<file path="src/rtl/slc_pkg.sv">
package slc_pkg;
   typedef enum logic [2:0] {
      MD_DIRECT    = 3'd0,
      MD_RISE_FALL = 3'd1,
      MD_NEIGHBOUR = 3'd2,
      MD_REFERENCE = 3'd3,
      MD_GROUP     = 3'd4
   } slc_mode_e;

   typedef enum logic [1:0] {
      REL_EQ = 2'd0,
      REL_GT = 2'd1,
      REL_LT = 2'd2
   } slc_rel_e;
endpackage

</file>
<file path="src/rtl/slc_count_ring.sv">
// Circular register of all slice counts plus a copy of slice 0 for reference use.
module slc_count_ring #(
   parameter int NSLICE = 4,
   parameter int CW     = 8
) (
   input  logic                     clk,
   input  logic                     rst_n,
   input  logic                     ld,
   input  logic                     shift,
   input  logic                     kind,
   input  logic [$clog2(CW)-1:0]    bidx,
   input  logic [NSLICE*CW-1:0]     rise_flat,
   input  logic [NSLICE*CW-1:0]     fall_flat,
   output logic                     own_bit,
   output logic                     nb_bit,
   output logic                     rf_bit,
   output logic                     ref_bit
);
   localparam int L      = 2*NSLICE*CW;
   localparam int NB_TAP = (2*CW) % L;
   localparam int RF_TAP = L - CW;
   localparam int RW     = $clog2(2*CW);

   logic [L-1:0]    ring_q;
   logic [L-1:0]    ld_img;
   logic [2*CW-1:0] ref_q;
   logic [RW-1:0]   ridx;

   // interleave rise/fall so item k sits at k*CW
   generate
      for (genvar s = 0; s < NSLICE; s++) begin : g_img
         assign ld_img[2*s*CW +: CW]     = rise_flat[s*CW +: CW];
         assign ld_img[(2*s+1)*CW +: CW] = fall_flat[s*CW +: CW];
      end
   endgenerate

   always_ff @(posedge clk) begin
      if (!rst_n) begin
         ring_q <= '0;
         ref_q  <= '0;
      end else if (ld) begin
         ring_q <= ld_img;
         ref_q  <= {fall_flat[CW-1:0], rise_flat[CW-1:0]};
      end else if (shift) begin
         ring_q <= {ring_q[0], ring_q[L-1:1]};
      end
   end

   assign ridx    = kind ? (RW'(CW) + RW'(bidx)) : RW'(bidx);
   assign own_bit = ring_q[0];
   assign nb_bit  = ring_q[NB_TAP];
   assign rf_bit  = ring_q[RF_TAP];
   assign ref_bit = ref_q[ridx];
endmodule

</file>
<file path="src/rtl/slc_grp_ring.sv">
// Two-entry circular register for the group-wide rise and fall counts.
module slc_grp_ring #(
   parameter int CW = 8
) (
   input  logic                  clk,
   input  logic                  rst_n,
   input  logic                  ld,
   input  logic                  shift,
   input  logic                  kind,
   input  logic [$clog2(CW)-1:0] bidx,
   input  logic [CW-1:0]         grp_rise,
   input  logic [CW-1:0]         grp_fall,
   output logic                  own_bit,
   output logic                  idx_bit
);
   localparam int RW = $clog2(2*CW);

   logic [2*CW-1:0] ring_q;
   logic [RW-1:0]   gidx;

   always_ff @(posedge clk) begin
      if (!rst_n)     ring_q <= '0;
      else if (ld)    ring_q <= {grp_fall, grp_rise};
      else if (shift) ring_q <= {ring_q[0], ring_q[2*CW-1:1]};
   end

   assign gidx    = kind ? (RW'(CW) + RW'(bidx)) : RW'(bidx);
   assign own_bit = ring_q[0];
   assign idx_bit = ring_q[gidx];
endmodule

</file>
<file path="src/rtl/slc_serial_cmp.sv">
// LSB-first subtract a-b with borrow, running signed compare against the limit.
module slc_serial_cmp
   import slc_pkg::*;
(
   input  logic clk,
   input  logic rst_n,
   input  logic en,
   input  logic first,
   input  logic last,
   input  logic a_bit,
   input  logic b_bit,
   input  logic lim_bit,
   input  logic upper,
   output logic item_pass
);
   logic     br_q;
   slc_rel_e rel_q;
   logic     br_in, dif, br_nx;
   slc_rel_e rel_prev, rel_nx;

   always_comb begin
      br_in    = first ? 1'b0 : br_q;
      dif      = a_bit ^ b_bit ^ br_in;
      br_nx    = (~a_bit & b_bit) | (~(a_bit ^ b_bit) & br_in);
      rel_prev = first ? REL_EQ : rel_q;
      if (dif != lim_bit)
         // on the sign bit a set bit means smaller
         rel_nx = (dif ^ last) ? REL_GT : REL_LT;
      else
         rel_nx = rel_prev;
      item_pass = upper ? (rel_nx != REL_GT) : (rel_nx != REL_LT);
   end

   always_ff @(posedge clk) begin
      if (!rst_n) begin
         br_q  <= 1'b0;
         rel_q <= REL_EQ;
      end else if (en) begin
         br_q  <= br_nx;
         rel_q <= rel_nx;
      end
   end
endmodule

</file>
<file path="src/rtl/slc_result.sv">
// Verdict chain: slices first, then group rise, group fall; serial read-out.
module slc_result #(
   parameter int NSLICE = 4
) (
   input  logic                      clk,
   input  logic                      rst_n,
   input  logic                      clr_slc,
   input  logic                      clr_grp,
   input  logic                      shift,
   input  logic                      wr_slc,
   input  logic                      wr_grp,
   input  logic [$clog2(NSLICE)-1:0] slc_idx,
   input  logic                      grp_idx,
   input  logic                      val,
   output logic                      res_bit,
   output logic [NSLICE+1:0]         chain
);
   localparam int SW = $clog2(NSLICE);

   logic [NSLICE+1:0] chain_q;

   always_ff @(posedge clk) begin
      if (!rst_n) begin
         chain_q <= '0;
      end else if (clr_slc) begin
         chain_q[NSLICE-1:0] <= '0;
      end else if (clr_grp) begin
         chain_q[NSLICE+1:NSLICE] <= '0;
      end else if (shift) begin
         chain_q <= {1'b0, chain_q[NSLICE+1:1]};
      end else begin
         if (wr_slc) begin
            for (int i = 0; i < NSLICE; i++)
               if (slc_idx == SW'(i)) chain_q[i] <= val;
         end
         if (wr_grp) begin
            if (grp_idx) chain_q[NSLICE+1] <= val;
            else         chain_q[NSLICE]   <= val;
         end
      end
   end

   assign res_bit = chain_q[0];
   assign chain   = chain_q;
endmodule

</file>
<file path="src/rtl/slc_limit_cmp.sv">
module slc_limit_cmp
   import slc_pkg::*;
#(
   parameter int NSLICE = 4,
   parameter int CW     = 8
) (
   input  logic                 clk,
   input  logic                 rst_n,
   input  logic                 ld,
   input  logic [NSLICE*CW-1:0] rise_cnt,
   input  logic [NSLICE*CW-1:0] fall_cnt,
   input  logic [CW-1:0]        grp_rise,
   input  logic [CW-1:0]        grp_fall,
   input  logic                 start,
   input  logic [2:0]           mode,
   input  logic                 upper,
   input  logic                 grp_sel,
   input  logic                 lim_bit,
   output logic                 busy,
   output logic                 done,
   input  logic                 res_shift,
   output logic                 res_bit
);
   localparam int W     = CW + 1;
   localparam int NITEM = 2*NSLICE;
   localparam int IT_W  = $clog2(NITEM);
   localparam int J_W   = $clog2(W);
   localparam int BI_W  = $clog2(CW);

   generate
      if (NSLICE < 2) begin : g_bad_nslice
         $error("slc_limit_cmp: NSLICE must be at least 2");
      end
      if (CW < 2) begin : g_bad_cw
         $error("slc_limit_cmp: CW must be at least 2");
      end
   endgenerate

   logic            busy_q, done_q, grp_q, upper_q, rise_ok_q;
   slc_mode_e       mode_q;
   logic [IT_W-1:0] it_q;
   logic [J_W-1:0]  j_q;

   logic            start_ok, ld_ok, kind, msb, first, last_item;
   logic [BI_W-1:0] bidx;
   logic            s_own, s_nb, s_rf, s_ref, g_own, g_idx;
   logic            own, a_raw, b_raw, a_bit, b_bit;
   logic            item_pass, skip, pass_eff, wr_val;
   logic [NSLICE+1:0] ok_vec;

   assign start_ok  = start & ~busy_q;
   assign ld_ok     = ld & ~busy_q;
   assign kind      = it_q[0];
   assign msb       = (j_q == J_W'(CW));
   assign first     = (j_q == '0);
   assign bidx      = msb ? '0 : j_q[BI_W-1:0];
   assign last_item = grp_q ? (it_q == IT_W'(1)) : (it_q == IT_W'(NITEM-1));

   slc_count_ring #(.NSLICE(NSLICE), .CW(CW)) u_ring (
      .clk(clk), .rst_n(rst_n), .ld(ld_ok),
      .shift(busy_q & ~grp_q & ~msb), .kind(kind), .bidx(bidx),
      .rise_flat(rise_cnt), .fall_flat(fall_cnt),
      .own_bit(s_own), .nb_bit(s_nb), .rf_bit(s_rf), .ref_bit(s_ref));

   slc_grp_ring #(.CW(CW)) u_gring (
      .clk(clk), .rst_n(rst_n), .ld(ld_ok),
      .shift(busy_q & grp_q & ~msb), .kind(kind), .bidx(bidx),
      .grp_rise(grp_rise), .grp_fall(grp_fall),
      .own_bit(g_own), .idx_bit(g_idx));

   // operand selection: value = partner - own, or own alone
   always_comb begin
      own   = grp_q ? g_own : s_own;
      a_raw = own;
      b_raw = 1'b0;
      if (!grp_q) begin
         case (mode_q)
            MD_RISE_FALL: begin a_raw = s_rf;  b_raw = own; end
            MD_NEIGHBOUR: begin a_raw = s_nb;  b_raw = own; end
            MD_REFERENCE: begin a_raw = s_ref; b_raw = own; end
            MD_GROUP:     begin a_raw = g_idx; b_raw = own; end
            default:      begin a_raw = own;   b_raw = 1'b0; end
         endcase
      end
      a_bit = a_raw & ~msb;
      b_bit = b_raw & ~msb;
   end

   slc_serial_cmp u_cmp (
      .clk(clk), .rst_n(rst_n), .en(busy_q), .first(first), .last(msb),
      .a_bit(a_bit), .b_bit(b_bit), .lim_bit(lim_bit), .upper(upper_q),
      .item_pass(item_pass));

   assign skip     = ~grp_q & (mode_q == MD_RISE_FALL) & ~kind;
   assign pass_eff = skip | item_pass;
   assign wr_val   = grp_q ? item_pass : (rise_ok_q & pass_eff);

   slc_result #(.NSLICE(NSLICE)) u_res (
      .clk(clk), .rst_n(rst_n),
      .clr_slc(start_ok & ~grp_sel), .clr_grp(start_ok & grp_sel),
      .shift(res_shift & ~busy_q & ~start_ok),
      .wr_slc(busy_q & ~grp_q & msb & kind),
      .wr_grp(busy_q & grp_q & msb),
      .slc_idx(it_q[IT_W-1:1]), .grp_idx(kind), .val(wr_val),
      .res_bit(res_bit), .chain(ok_vec));

   always_ff @(posedge clk) begin
      if (!rst_n) begin
         busy_q    <= 1'b0;
         done_q    <= 1'b0;
         grp_q     <= 1'b0;
         upper_q   <= 1'b0;
         rise_ok_q <= 1'b0;
         mode_q    <= MD_DIRECT;
         it_q      <= '0;
         j_q       <= '0;
      end else begin
         done_q <= 1'b0;
         if (start_ok) begin
            busy_q  <= 1'b1;
            grp_q   <= grp_sel;
            upper_q <= upper;
            mode_q  <= slc_mode_e'(mode);
            it_q    <= '0;
            j_q     <= '0;
         end else if (busy_q) begin
            if (msb) begin
               j_q <= '0;
               if (!kind) rise_ok_q <= pass_eff;
               if (last_item) begin
                  busy_q <= 1'b0;
                  done_q <= 1'b1;
                  it_q   <= '0;
               end else begin
                  it_q <= it_q + 1'b1;
               end
            end else begin
               j_q <= j_q + 1'b1;
            end
         end
      end
   end

   assign busy = busy_q;
   assign done = done_q;
endmodule

</file>
<file path="config.mk">
export PLATFORM = sky130hd
export DESIGN_NAME = slc_limit_cmp
export DESIGN_NICKNAME = d
export VERILOG_FILES = /design/src/rtl/slc_pkg.sv /design/src/rtl/slc_count_ring.sv /design/src/rtl/slc_grp_ring.sv /design/src/rtl/slc_serial_cmp.sv /design/src/rtl/slc_result.sv /design/src/rtl/slc_limit_cmp.sv
export SDC_FILE = /design/constraint.sdc
export NUM_CORES = 1
export LEC_CHECK = 0
export ABC_AREA = 1
export BUFFER_PORTS_ARGS = -buffer_cell sky130_fd_sc_hd__clkbuf_2
export CAP_MARGIN = 20
export CORE_ASPECT_RATIO = 0.5
export CORE_MARGIN = 2
export CORE_UTILIZATION = 55
export CTS_CLUSTER_SIZE = 16
export DETAILED_ROUTE_END_ITERATION = 6
export MAX_ROUTING_LAYER = met4
export PLACE_DENSITY = 0.78
export SETUP_SLACK_MARGIN = 0.02
export SLEW_MARGIN = 20
export SYNTH_ARGS = -nofsm -noshare
export SYNTH_HDL_FRONTEND = slang
export SYNTH_SLANG_ARGS = --single-unit
</file>
<file path="constraint.sdc">
create_clock -name clk -period 4.6 [get_ports clk]
set_clock_uncertainty 0.2 [all_clocks]
set_input_delay 0.69 -clock clk [delete_from_list [all_inputs] [get_ports clk]]
set_output_delay 0.69 -clock clk [all_outputs]
set_load 0.01 [all_outputs]
</file>
==> metrics.txt <==
Port Buf Inserts a little over 90; type of the worst min-delay path register to register; average via count per standard cell 5.546; max-capacitance violation count 0; syn nets between 800 and 900; cell type with the largest total area after synthesis dfxtp_1; worst ir drop on vdd a little over 0.3 mV; status complete, no violations; antenna violations before repair 0; count of pins on the block boundary between 90 and 100; leakage component of the power roughly 2.7 nW; Synth async-reset ratio 0%; mean cell area of the mapped netlist 7.209 µm²; Slew Viols, Final 0; Worst path max stage delay approximately 0.49 ns; distinct cell type count after synthesis 36; Required @ worst endpoint between 4 and 5 ns; wire length of the first global-routing pass about 23000 µm; via count of the first global-routing pass 5038; measured slew at the worst slew-check pin approximately 1.1 ns; Core ar. between 0.009 and 0.01 mm²; GR Util met3 5.818%; Worst path most repeated cell nand2_1; Congestion Overflow GR 0; slowest cell on the critical path fa_1; Crit. End Element register; All-Layer GR Usage 26.63%; H-tree levels 4; GRT Max-Usage Layer met2; detailed placer's ending HPWL a little under 9000 µm; critical path data arrival time approximately 3.9 ns; nets between 900 and 1000; detailed-route wire length 13590 µm; routability cong. 0.9293; CTS max path bufs 2; Mapped Cells between 700 and 800; overall die area 0.01093 mm²; detailed-route wire length per cell around 14 µm; pin count of the biggest net entering global routing between 100 and 150; part of the Yosys area used for sequential elements approximately 43%; leading cell type by number of instances after synthesis nand2_1; post-CTS resize count 0; die extent in y approximately 75 µm; kind of start point of the critical path register; kind of critical path register to register; GR met2 Demand/Resource about 44%; primary flip-flop cell chosen by synthesis mapping dfxtp_1; fmax 263.9 MHz; number of warnings reported in the yosys synthesis log 0; sequence of cells on the critical path buf_4 > inv_1 > ha_1 > nand3_4 > nand2_2 > nand2_1 > nand2_1 > nand3_1 > nand2_1 > inv_1 > nand2_1 > nand3_1 > nand3_1 > nand2_1 > fa_1 > nor2_1 > nor2_1 > nand3_1 > nand2_2 > nand2_1 > o21ai_2 > o21ai_4 > a21oi_1; final antenna-violating net count 0; Min Clock Period, post-route 3.789 ns; Synth area leaders dfxtp_1, nand2_1, o21ai_0; dpl cell area roughly 0.006 mm²; chip width roughly 150 µm; peak fanout along the critical path 18; met1 Use GR roughly 33%; Synth Register Bits between 100 and 150; number of hold buffers added after cts 0; total of endpoints with negative setup slack in the final report 0; number of iterations in the first detailed-routing pass 6; clock root buffer clkbuf_16; headroom to the max-slew limit 26.61%; number of synthesized flops with an enable pin 0; final instance area ~0.0066 mm²; count of vias placed by the detailed router between 5000 and 6000; fraction of final layout cells with drive strength greater than 1 17.57%; final-layout setup total negative slack 0 ns; remaining routing DRC violations 0; TritonCTS clock tree yes; count of standard-cell rows 25; proportion of netlist area held by the largest area contributor a little over two fifths; combined area of all synthesized cells 0.005537 mm²; clock buffer count from CTS 17; latest clock arrival within the worst-skew pair about 0.4 ns; number of DRC markers after the initial detailed-route iteration approximately 430; Fin. Hold Viols 0; Overall Power about 2.8 mW; power density cells 432.4 mW/mm²; unrepaired setup endpoints after global routing no; area added between synthesis and finish 18.44%; number of diodes added for antenna fixing 0; number of setup buffers added after CTS 0; effective utilization at floorplan roughly 58%; Commonest cells post-synth nand2_1, dfxtp_1, o21ai_0; number of sinks on the clock net 120; register clock-pin slew on the reported worst setup and hold paths 0.06 ns; fin crit share between 80% and 90%
## critical path, delay by kind of cell, from the launching register on
family                   cells  cell delay, ns
AO/OA/AOI/OAI                3            0.41
adder cells (fa/ha/maj)      2            0.78
buffers and inverters        3            0.42
flip-flops                   1            0.30
AND/OR/NAND/NOR             15            1.56
## cells by family (layout without fill, tap and decap cells)
family	after synthesis	count (layout)	synth area share, %
AND/OR/NAND/NOR	342	342	25.11
adder cells (fa/ha/maj)	4	4	1.040
XOR/XNOR	3	3	0.4747
AO/OA/AOI/OAI	206	206	22.51
flip-flops	120	120	43.39
buffers and inverters	93	173	7.480
## path summary, 6_finish.rpt
kind / startpoint / to / slack, ns / cells past startpoint
hold / removal: u_ring.ref_q[1] / u_ring.ref_q[1] / 0.26 / 2
hold reg to reg: u_ring.ref_q[1] / u_ring.ref_q[1] / 0.26 / 2
setup / recovery: j_q[0] / u_res.chain[4] / 0.81 / 23
setup reg to reg: j_q[0] / u_res.chain[4] / 0.81 / 23
## where the power goes
| group | switching, mW | leakage (nW) | internal [mW] | total (mW) |
|---|---|---|---|---|
| logic | 0.230 | 1.44 | 0.138 | 0.368 |
| clock network | 0.473 | 0.268 | 0.808 | 1.28 |
| registers | 0.0559 | 0.990 | 1.13 | 1.19 |
| total | 0.759 | 2.70 | 2.08 | 2.84 |
## layout make-up
class                           count  area (µm²)
Multi-Input combinational cell    555        2733
Inverter                           40       155.1
Timing Repair Buffer              101       525.5
Fill cell                         831        3045
Sequential cell                   120        2402
Clock buffer                       20       446.7
Tap cell                          135       168.9
Clock inverter                     12       126.4
## metal layers
layer / vias up / wire, µm
met5: - / 0
met4: 0 / 180
met3: 20 / 778
met2: 159 / 6203
met1: 2524 / 6428
li1: 2749 / -
## through the flow
step	cells	setup WS [ns]	util [%]	hold WS [ns]
2_1_floorplan	768	1.366	-	0.2343
3_3_place_gp	951	1.025	62.32	0.2507
3_5_place_dp	951	0.8874	62.32	0.2520
4_1_cts	983	0.8565	68.29	0.2634
5_1_grt	983	0.4263	68.29	0.2786
6_report	983	0.8110	68.29	0.2632
## flip-flops by register name, indices dropped and copies added, names as in the netlist, 2 cells and up
register        flops
j_q                 4
u_gring.ring_q     16
u_cmp.rel_q         2
u_res.chain         6
mode_q              3
it_q                3
u_ring.ref_q       16
u_ring.ring_q      64
## layout by cell type, fill, tap and decap left out, types with 2 or more instances in the layout
cell type	synthesis	final
xor2_1	3	3
clkbuf_2	0	93
a211oi_1	5	5
nand2_4	0	2
dfxtp_1	120	120
clkbuf_16	0	17
clkinv_2	0	4
a31oi_1	53	53
ha_1	3	3
inv_2	2	2
buf_4	4	8
nand3_1	33	33
a311oi_1	27	27
nor2_1	60	60
inv_6	1	2
a21oi_1	41	41
nand3b_1	3	3
o21ai_0	70	70
clkinvlp_4	0	5
o21ai_2	3	3
clkbuf_1	26	2
nor2_4	2	2
o21ai_1	2	2
inv_1	36	36
nand2_1	231	230
bufinv_16	0	2
nor3_1	4	4
nand2_2	5	4
Note: power is estimated with default switching activity, not from simulation.
